$ cat config.mk
export PLATFORM = sky130hd
export DESIGN_NAME = ring_fill_tracker
export DESIGN_NICKNAME = d
export VERILOG_FILES = /design/src/rtl/ring_fill_pkg.sv /design/src/rtl/ring_ptr.sv /design/src/rtl/ring_level.sv /design/src/rtl/ring_irq.sv /design/src/rtl/ring_fill_tracker.sv
export SDC_FILE = /design/constraint.sdc
export NUM_CORES = 1
export LEC_CHECK = 0
export ABC_AREA = 1
export BUFFER_PORTS_ARGS = -buffer_cell sky130_fd_sc_hd__clkbuf_2
export CORE_UTILIZATION = 50
export DETAILED_ROUTE_END_ITERATION = 16
export GPL_ROUTABILITY_DRIVEN = 0
export GPL_TIMING_DRIVEN = 1
export PLACE_DENSITY = 0.82
export SYNTH_ARGS = -nofsm -noshare
export SYNTH_HDL_FRONTEND = slang
export SYNTH_HIERARCHICAL = 1
export SYNTH_SLANG_ARGS = --single-unit
$ cat constraint.sdc
create_clock -name clk -period 15.8 [get_ports clk]
set_clock_uncertainty 0.1 [all_clocks]
set_input_delay 1.58 -clock clk [delete_from_list [all_inputs] [get_ports clk]]
set_output_delay 1.58 -clock clk [all_outputs]
set_load 0.01 [all_outputs]
$ cat src/rtl/ring_fill_pkg.sv
package ring_fill_pkg;

    // Byte offset width; the lap flag sits directly above it.
    localparam int RING_OFS_W = 16;
    localparam int RING_PTR_W = RING_OFS_W + 1;
    localparam int RING_NPTR  = 2;

    typedef logic [RING_OFS_W-1:0] ring_ofs_t;

    typedef enum logic {
        DIR_RX = 1'b0,
        DIR_TX = 1'b1
    } ring_dir_e;

    // Index of each pointer in the pointer array.
    localparam int IDX_RD = 0;
    localparam int IDX_WR = 1;

    typedef struct packed {
        logic      lap;
        ring_ofs_t ofs;
    } ring_ptr_t;

    // One-byte step with lap toggle at the programmed length.
    function automatic ring_ptr_t ring_step(ring_ptr_t p, ring_ofs_t len);
        logic [RING_OFS_W:0] nxt;
        ring_ptr_t           r;
        nxt = {1'b0, p.ofs} + {{RING_OFS_W{1'b0}}, 1'b1};
        if (nxt == {1'b0, len}) begin
            r.lap = ~p.lap;
            r.ofs = '0;
        end else begin
            r.lap = p.lap;
            r.ofs = nxt[RING_OFS_W-1:0];
        end
        return r;
    endfunction

    // Bytes between consumer and producer.
    function automatic ring_ofs_t ring_fill(ring_ptr_t wr, ring_ptr_t rd, ring_ofs_t len);
        logic [RING_OFS_W:0] d;
        d = {1'b0, wr.ofs} - {1'b0, rd.ofs};
        if (wr.lap != rd.lap) begin
            d = d + {1'b0, len};
        end
        return d[RING_OFS_W-1:0];
    endfunction

    // Which pointer the byte mover owns in a given direction.
    function automatic int hw_owned_idx(ring_dir_e dir);
        return (dir == DIR_TX) ? IDX_RD : IDX_WR;
    endfunction

endpackage

$ cat src/rtl/ring_ptr.sv
module ring_ptr
    import ring_fill_pkg::*;
(
    input  logic      clk,
    input  logic      rst,
    input  ring_ofs_t len,
    input  logic      adv,
    input  logic      ld,
    input  ring_ptr_t ld_val,
    output ring_ptr_t q
);

    ring_ptr_t q_r;

    always_ff @(posedge clk) begin
        if (rst) begin
            q_r <= '0;
        end else if (ld) begin
            q_r <= ld_val;
        end else if (adv) begin
            q_r <= ring_step(q_r, len);
        end
    end

    assign q = q_r;

endmodule

$ cat src/rtl/ring_level.sv
module ring_level
    import ring_fill_pkg::*;
(
    input  ring_ptr_t wr,
    input  ring_ptr_t rd,
    input  ring_ofs_t len,
    output ring_ofs_t fill,
    output ring_ofs_t room,
    output logic      empty,
    output logic      full
);

    logic same_ofs;

    always_comb begin
        same_ofs = (wr.ofs == rd.ofs);
        empty    = same_ofs && (wr.lap == rd.lap);
        full     = same_ofs && (wr.lap != rd.lap);
        fill     = ring_fill(wr, rd, len);
        room     = len - fill;
    end

endmodule

$ cat src/rtl/ring_irq.sv
module ring_irq
    import ring_fill_pkg::*;
(
    input  ring_dir_e dir,
    input  ring_ofs_t fill,
    input  ring_ofs_t room,
    input  ring_ofs_t thresh,
    output logic      irq
);

    ring_ofs_t level;

    always_comb begin
        // Receive watches data, transmit watches space.
        level = (dir == DIR_RX) ? fill : room;
        irq   = (level >= thresh);
    end

endmodule

$ cat src/rtl/ring_fill_tracker.sv
module ring_fill_tracker
    import ring_fill_pkg::*;
(
    input  logic                  clk,
    input  logic                  rst,
    input  logic [RING_OFS_W-1:0] cfg_len,
    input  logic [RING_OFS_W-1:0] cfg_thresh,
    input  logic                  cfg_dir,
    input  logic                  sw_ptr_we,
    input  logic [RING_PTR_W-1:0] sw_ptr_val,
    input  logic                  hw_adv,
    output logic [RING_PTR_W-1:0] rd_ptr_o,
    output logic [RING_PTR_W-1:0] wr_ptr_o,
    output logic [RING_OFS_W-1:0] valid_size,
    output logic [RING_OFS_W-1:0] left_size,
    output logic                  ring_empty,
    output logic                  ring_full,
    output logic                  thr_irq
);

    ring_dir_e dir;
    ring_ptr_t ptr_q [RING_NPTR];
    ring_ptr_t ld_val;
    ring_ofs_t fill;
    ring_ofs_t room;
    logic      empty;
    logic      full;
    logic      blocked;
    logic      adv_ok;
    int        hw_idx;

    assign dir    = ring_dir_e'(cfg_dir);
    assign ld_val = ring_ptr_t'(sw_ptr_val);
    assign hw_idx = hw_owned_idx(dir);

    // Guard: the moving pointer may never pass the other one.
    always_comb begin
        blocked = (dir == DIR_RX) ? full : empty;
        adv_ok  = hw_adv && !blocked && (cfg_len != '0);
    end

    for (genvar g = 0; g < RING_NPTR; g++) begin : g_ptr
        logic adv_g;
        logic ld_g;
        assign adv_g = adv_ok && (hw_idx == g);
        assign ld_g  = sw_ptr_we && (hw_idx != g);
        ring_ptr u_ptr (
            .clk    (clk),
            .rst    (rst),
            .len    (cfg_len),
            .adv    (adv_g),
            .ld     (ld_g),
            .ld_val (ld_val),
            .q      (ptr_q[g])
        );
    end

    ring_level u_level (
        .wr    (ptr_q[IDX_WR]),
        .rd    (ptr_q[IDX_RD]),
        .len   (cfg_len),
        .fill  (fill),
        .room  (room),
        .empty (empty),
        .full  (full)
    );

    ring_irq u_irq (
        .dir    (dir),
        .fill   (fill),
        .room   (room),
        .thresh (cfg_thresh),
        .irq    (thr_irq)
    );

    assign rd_ptr_o   = ptr_q[IDX_RD];
    assign wr_ptr_o   = ptr_q[IDX_WR];
    assign valid_size = fill;
    assign left_size  = room;
    assign ring_empty = empty;
    assign ring_full  = full;

endmodule

Yosys cells after proc, flatten, opt, wreduce, memory -nomap -nowiden
Index checks and enable logic that the tools add are counted.

Output and inout port bits: 69. Register bits after elaboration: 34. Word-level logic and storage cells: 47. Input bits: 54.

Bitwise logic cells: 2. Reduce and logical (&&, ||, !) cells: 18. Equal/unequal tests: 7. Add/subtract/negate cells: 5. Order comparisons: 1. Muxes and demuxes: 10.

Operators by type and width (count): 17-bit 2-to-1 mux (6); 16-bit by 1-bit adder with 17-bit output (second input constant) (2); 17-bit by 16-bit equality test with 1-bit output (2); 32-bit zero test (1); 16-bit 2-to-1 mux (2); 32-bit nonzero test (1); 16-bit subtractor (2); 16-bit adder (1); 16-bit equality test (1); 16-bit greater-or-equal comparator (1); 16-bit nonzero test (1); 1-bit logical AND (8); 2-bit nonzero test (4); 2-bit AND reduction (2); 1-bit 2-to-1 mux (2); 1-bit NOT (2); 1-bit equality test (1); 1-bit equality test (second input constant) (1); 1-bit zero test (1); 1-bit inequality test (1); 1-bit inequality test (second input constant) (1).

Longest topological paths before layout
Gate-level depths: netlist of the first run.

Depth in word-level cells: 9. Gate-level depth with buffers: 35.

Cells and area by module
The synthesis of the first run kept the hierarchy.

By module, submodules not included: ring_ptr (times used 2, area an instance 1611.5 µm², cells an instance 251); ring_level (times used 1, area an instance 2882.8 µm², cells an instance 551); ring_irq (times used 1, area an instance 658.1 µm², cells an instance 86); ring_fill_tracker (times used 1, area an instance 102.6 µm², cells an instance 26).

Least setup slack after synthesis of the first run
Ideal clock, no wire load.

Kind: input port to output port. Start point: input cfg_len[0]. End point: output thr_irq. Cell stages on the path: 25. Setup slack: 8781 ps. Buffers on the path: 0. Arrival: 5339 ps. Cell sequence: ha_1 > inv_1 > fa_1 > or2_2 > o21ai_0 > inv_1 > fa_1 > nand3_1 > nand2_1 > nand2_1 > nand2_1 > a21oi_1 > nor2_1 > a21boi_0 > o21ai_1 > nand3_1 > nand2_1 > nand2_1 > nand2_1 > mux2_4 > ha_1 > nand2_1 > nor3_1 > nand2_1 > nand2_1.

Word-level cells in the longest chain between the ends: 5.

Ends and longest elaborated chain: start: declaration (RTL line ring_fill_tracker.sv:6) `input logic [RING_OFS_W-1:0] cfg_len,`; 16-bit adder (RTL line ring_fill_pkg.sv:44) `d = d + {1'b0, len};`; 16-bit 2-to-1 mux (RTL line ring_fill_pkg.sv:43) `if (wr.lap != rd.lap) begin`; named net valid_size[1] (RTL line ring_fill_tracker.sv:14) `output logic [RING_OFS_W-1:0] valid_size,`; 16-bit subtractor (RTL line ring_level.sv:20) `room = len - fill;`; named net left_size[14] (RTL line ring_fill_tracker.sv:15) `output logic [RING_OFS_W-1:0] left_size,`; 16-bit 2-to-1 mux (RTL line ring_irq.sv:15) `level = (dir == DIR_RX) ? fill : room;`; 16-bit greater-or-equal comparator (RTL line ring_irq.sv:16) `irq = (level >= thresh);`; end: declaration (RTL line ring_fill_tracker.sv:18) `output logic thr_irq`.

The timed path passes the listed nets, and every way through them passes these cells.

Final worst setup path of the first run
Start point: input cfg_len[0]. End point: output thr_irq.

Word-level cells in the longest chain between the ends: 5.

Ends and longest elaborated chain (RTL line): 16-bit adder (ring_fill_pkg.sv:44); 16-bit 2-to-1 mux (ring_fill_pkg.sv:43); 16-bit subtractor (ring_level.sv:20); 16-bit 2-to-1 mux (*) (ring_irq.sv:15); 16-bit greater-or-equal comparator (*) (ring_irq.sv:16).

Mark *: on every way between the ends. The rest lies on a longest branch, timed or not.

==> results of run 1 <==
[cell families after synthesis]
kind of cell / after synthesis
compound gates: 133
xor+xnor: 35
fa+ha+maj: 63
buf+inv: 228
flops: 34
mux: 16
simple gates: 656
[metrics by stage]
step           cells  utilization [%]  setup WS, ns
2_1_floorplan   1165                -          8.78
3_3_place_gp    1443             57.1          8.43
3_5_place_dp    1443             57.1          8.30
4_1_cts         1451             58.2          8.29
5_1_grt         1451             58.2          7.74
6_report        1451             58.2          8.31
[tightest hold or removal path, stage by stage, from the launching register on]
cell     delay, ns
dfxtp_1       0.35
a21oi_1       0.12
nor2_1        0.05
[layout make-up]
| class | instances | share of cell area, % |
|---|---|---|
| repair buffers | 125 | 8.18 |
| inverters | 205 | 9.97 |
| flip-flops and latches | 34 | 8.79 |
| well taps | 176 | 2.84 |
| clock inverters | 1 | 0.0647 |
| clock buffers | 7 | 1.84 |
| multi-input cells | 903 | 68.3 |
[path summary, 6_finish.rpt]
check / cells past startpoint / slack, ns / startpoint / endpoint
hold reg to reg: 2 / 0.46 / g_ptr[0].u_ptr/q[16] / g_ptr[0].u_ptr/q[16]
hold / removal: 2 / 0.46 / g_ptr[0].u_ptr/q[16] / g_ptr[0].u_ptr/q[16]
setup reg to reg: 16 / 11.78 / g_ptr[0].u_ptr/q[11] / g_ptr[1].u_ptr/q[0]
setup / recovery: 27 / 8.31 / cfg_len[0] / thr_irq
[routing by layer]
metal	global-route usage [%]	vias to the layer above	part of all wire [%]
met2	49.9	289	48
met5	0	-	0
met3	2.59	44	6.3
met1	35.3	3533	43
li1	-	4010	-
met4	9.65	0	2.5
[placed cells by master (no fill, tap or decap), types with 3 or more instances in the layout]
cell       netlist  routed
a21oi_1         71      71
nor2_1          73      73
mux2_2           6       6
inv_1          188     188
nand2_1        340     340
buf_4            0       3
nor3_1           5       5
ha_1            60      60
nand2_4          6       6
clkbuf_16        0       5
clkinv_2         2       3
nor2_4          15      15
nor2_2          11      11
a22oi_1         32      32
nand3_2          6       6
inv_2           13      13
clkbuf_2         0     122
xnor2_1          7       7
o21bai_1         3       3
fa_1             3       3
mux2_4           9       9
dfxtp_1         34      34
xor2_1          24      24
nand3_1         98      98
nand3b_1        13      13
or2_2            5       5
o21ai_0         20      20
nand2_2         26      26
nand4_1         50      50
[power groups by stage]
stage                     Sequential (uW)  Clock (uW)  Combinational [uW]
after floorplan                       101           0                 412
after CTS                             100         100                 560
final                                 101         100                 562
after global routing                  101         104                 635
after detailed placement              102           0                 557
after global placement                102           0                 541
==> metrics, run 1 <==
run status complete, no violations; GRT Overall Usage between 20% and 30%; Slowest-stage cell, CP fa_1; first-pass GRT wire length 32,600 um; sw power 386 uW; setup violators final 0; die footprint 0.0142 mm^2; Worst Hold Margin roughly 0.46 ns; Initial Utilization roughly half; total CTS buffers 5; endpoint class of the critical path output port; Placed Area approximately 0.0076 mm^2; final hold violations 0; setup TNS 0 ns; antenna viol nets, final 0; Via density 5.43; max-cap violations 0; Buffers on Ports about 120; largest net degree at the start of global routing 35; HP Class flop to flop; row count between 40 and 50; Synth top area share approximately 19%; syn_nets 1,282; post-synthesis adder-cell area fraction between 10% and 20%; post-synthesis compound-gate area fraction 11.1%; Post-synth ARST share 0%; mean area per synthesized cell around 5.9 um^2; top-level I/O count ~120; WP buf/inv 4; Post-Syn Area about 0.007 mm^2; sw frac around 51%; Largest delay share family, worst path adder cells; layout cells sized above 1 between 10% and 20%; Max Fclk between 100 and 150 MHz; post-cts sizing count 0; design area approximately 0.0077 mm^2; number of setup buffers added after CTS 0; main combinational cell family by area after synthesis simple AND/OR/NAND/NOR gates; multi-input logic area ~0.0053 mm^2; mux cell area share after synthesis 3.10%; CTS Buffer Depth 2; largest fanout on the critical path 6; Storage cell area slightly below 700 um^2; Die W between 100 and 150 um; CP Launch Type primary input; Post-Synthesis Cells about 1,200; fin. max-slew vios 0; Crit path required time 14.12 ns; # DRC 0; DRT iter0 DRCs about 470; DRT Wirelength 19,800 um; Peak VDD IR around 0.000056 V; diode count 0; most frequent CP cell nand2_1; combinational fraction of design power between 70% and 80%; # fillers ~1,400; number of flip-flops in the largest register 34; critical path type primary input to output port; Overall Power ~760 uW; Root Buffer clkbuf_16; fin crit share a little under half; Clock Sinks 34; clock power share a little over an eighth; Cell variety after synth 45; Final nets roughly 1,400; xor/xnor share of the synthesized area about 5.3%; RSZ-0062 raised after global routing false; top-count cell post-synth nand2_1; TritonCTS clock tree done; CP max stage delay around 0.44 ns; cts hold-fix bufs 0; H-tree Lvls 2; Area Growth Syn to Fin 12.7%; Reg clk slew, reported paths roughly 0.05 ns; mean routed wirelength per cell about 14 um; Leak Pwr between 0.004 and 0.005 uW; max_slew headroom 16.0%; Core ar. approximately 0.013 mm^2; Final min period 7.49 ns; Die Span Y roughly 120 um; leading post-synthesis cells by cell area nand2_1, ha_1, inv_1; Syn. warnings 6; Yosys reg bits 34; Via Count 7,876; Slew @ Worst Pin roughly 1.3 ns; sequential element share of the synthesized area 9.91%; Congestion Overflow GR 0; cell taking the most area after synthesis nand2_1; Synth top cells by count nand2_1, inv_1, nand3_1, nor2_1, a21oi_1; EDFF count, synth 0; Simple-Gate Fraction of Synth Area between 40 and 50%; worst skew pair latency 0.28 ns; DP HPWL between 15,000 and 20,000 um; WP data arrival around 5.8 ns; router iterations before antenna repair 5; antenna violations before repair 0; sequential power share between 10% and 20%; vias in the first global route slightly above 7,000; PwrDens 98.5 mW/mm^2; Main synth FF type dfxtp_1; Pint between 300 and 400 uW
No activity file was read; power rests on OpenSTA's default activity.
==> run 2: changes to the inputs <==
ABC_AREA = 0   (was 1)
clock period = 7.6 ns   (was 15.8 ns; I/O delays follow)
==> metrics, run 2 <==
row count 42; die footprint about 0.014 mm^2; Clock Sinks 34; RR Startpoint g_ptr[0].u_ptr/q[11]; WP buf/inv 4; Final nets between 1,000 and 1,500; sequential element share of the synthesized area under 10%; Overall Power a little under 2000 uW; Initial Utilization a little over half; Crit. Startpoint g_ptr[1].u_ptr/q[0]; Worst path depth 33; Via density 6.31; DRT Wirelength roughly 22,000 um; worst skew pair latency 0.28 ns; Yosys reg bits 34; Post-Syn Area approximately 0.0070 mm^2; CTS Buffer Depth 2; endpoint class of the critical path output port; most frequent cells in the layout clkbuf_2, nand2_1, a21oi_1; DP HPWL ~16,000 um; DRT iter0 DRCs 685; Max Fclk approximately 140 MHz; Post-synth ARST share 0%; Cell variety after synth 100; diode count 0; final hold violations 0; Reg clk slew, reported paths around 0.050 ns; top-count cell post-synth a21oi_1; CP max stage delay 0.44 ns; most frequent CP cell ha_1; met2 WL between 10,000 and 15,000 um; layout cells sized above 1 between 20% and 30%; Post-Synthesis Cells between 800 and 900; number of flip-flops in the largest register 34; total placed cells including tap cells between 1,000 and 1,500; metal1 wirelength 8980 um; fin. max-slew vios 0; Synth top area share approximately 11%; fin util between 50% and 60%; Die W about 120 um; top sig layer met4; fin crit share 96.5%; TritonCTS clock tree done; HP Class flop to flop; critical path type flop to output port; Worst Hold Margin about 0.55 ns; GRT Overall Usage roughly 29%; Crit path required time between 6 and 7 ns; Syn. warnings 6; cell taking the most area after synthesis ha_1; sw power 951 uW; worst r2r path cells 11; Root Buffer clkbuf_16; Slew @ Worst Pin 0.892 ns; # DRC 0; antenna viol nets, final 0; leading post-synthesis cells by cell area ha_1, dfxtp_1, xnor2_1; leading cell type in the layout, fill and taps excluded clkbuf_2; combinational fraction of design power a little under 80%; crit path capture thr_irq; max-cap violations 0; H-tree Lvls 2; router iterations before antenna repair 6; first-pass GRT wire length between 30,000 and 40,000 um; Via Count between 7,000 and 8,000; Core ar. between 0.01 and 0.015 mm^2; Largest delay share family, worst path compound AO/OA/AOI/OAI gates; sequential power share 11.6%; run status complete, no violations; Peak VDD IR roughly 0.00011 V; total CTS buffers 5; reg2reg setup slack ~3.7 ns; # fillers 1,203; EDFF count, synth 0; CP Launch Type flop; PwrDens 246 mW/mm^2; mean routed wirelength per cell 19.0 um; setup violators final 0; Buffers on Ports roughly 120; largest fanout on the critical path 4; sw frac 49.0%; syn_nets approximately 1,000; Area Growth Syn to Fin 12.5%; RR Endpoint g_ptr[0].u_ptr/q[2]; mean area per synthesized cell between 7 and 8 um^2; clock power share a little over a tenth; antenna violations before repair 0; Synth top cells by count a21oi_1, nand2_1, inv_1, ha_1, xnor2_1; Pint 989 uW; top-level I/O count 123; WHS Path Cells 2; max_slew headroom between 40% and 50%; cts hold-fix bufs 0; Congestion Overflow GR 0; met3 WL post-DR 2090 um; largest net degree at the start of global routing 53; Slowest-stage cell, CP or4_4; Final min period between 7 and 8 ns; vias in the first global route 6,456; non-filler cells, final 1,166; Die Span Y approximately 120 um; Leak Pwr approximately 0.0034 uW; Main synth FF type dfxtp_1; WP data arrival about 6.5 ns
run 2: cell types whose count changed after synthesis, moves of 17 or more:
| cell | previous run | this run |
|---|---|---|
| nand2_1 | 340 | 66 |
| nand3_1 | 98 | 30 |
| nand2_2 | 26 | 0 |
| inv_1 | 188 | 63 |
| nor3b_1 | 0 | 36 |
| nor2_1 | 73 | 56 |
| nand4_1 | 50 | 16 |
| xnor2_1 | 7 | 58 |
| a22oi_1 | 32 | 6 |
run 2: tightest hold or removal path, cell delays in order, from the launching register on:
cell	delay, ns
dfxtp_2	0.38
a21oi_1	0.15
a221oi_1	0.08
run 2: per-layer routing:
metal,vias to the layer above,global-route usage (%)
met5,-,0
met4,0,11.0
met2,386,47.1
met3,71,4.01
met1,3439,38.8
li1,3459,-
run 2: layout make-up:
type / instances / area, um^2 / share of cell area (%)
multi-input combinational: 738 / 5790 / 73.5
clock buffer: 6 / 139 / 1.76
clock inverter: 2 / 12.5 / 0.159
inverter: 65 / 244 / 3.10
timing repair buffer: 145 / 783 / 9.95
sequential: 34 / 684 / 8.69
tap: 176 / 220 / 2.80
run 2: metrics by stage:
step	worst slack [ns]	cell area (um^2)	TNS, ns
floorplan	0.421	7000	0
CTS	0.0626	7710	0
global placement	0.470	7550	0
finish	0.268	7880	0
detailed placement	0.332	7550	0
global route	-0.0710	7880	-0.0710
run 2: timing repair:
| action | 4_1_cts | 5_1_grt |
|---|---|---|
| endpoints found under the setup margin | 1 | 1 |
| setup buffers | 1 | 7 |
| pin swaps | 1 | 14 |
| gates resized for setup | 0 | 28 |
run 2: worst min-delay path by stage:
stage	from	end	slack (ns)
after global placement	g_ptr[1].u_ptr/q[13]	g_ptr[1].u_ptr/q[13]	0.55
after detailed placement	g_ptr[1].u_ptr/q[13]	g_ptr[1].u_ptr/q[13]	0.57
after global routing	g_ptr[1].u_ptr/q[1]	g_ptr[1].u_ptr/q[1]	0.63
after CTS	g_ptr[1].u_ptr/q[13]	g_ptr[1].u_ptr/q[13]	0.58
after floorplan	g_ptr[0].u_ptr/q[14]	g_ptr[0].u_ptr/q[14]	0.54
final	g_ptr[1].u_ptr/q[1]	g_ptr[1].u_ptr/q[1]	0.55
run 2: power groups by stage:
stage | logic [uW] | clock network (uW) | registers (uW)
after CTS | 1410 | 214 | 223
after detailed placement | 1400 | 0 | 227
final | 1500 | 214 | 224
after global routing | 1640 | 222 | 226
after global placement | 1370 | 0 | 226
after floorplan | 1060 | 0 | 221
run 2: logic make-up after synthesis:
| kind of cell | count (synthesis) | synth area share, % |
|---|---|---|
| AOI/OAI and AO/OA | 232 | 23.9 |
| and+or+nand+nor | 331 | 30.2 |
| muxes | 21 | 3.31 |
| DFF | 34 | 9.73 |
| adders and majority gates | 65 | 11.9 |
| xor gates and xnor gates | 89 | 11.6 |
| buffers and inverters | 117 | 9.32 |
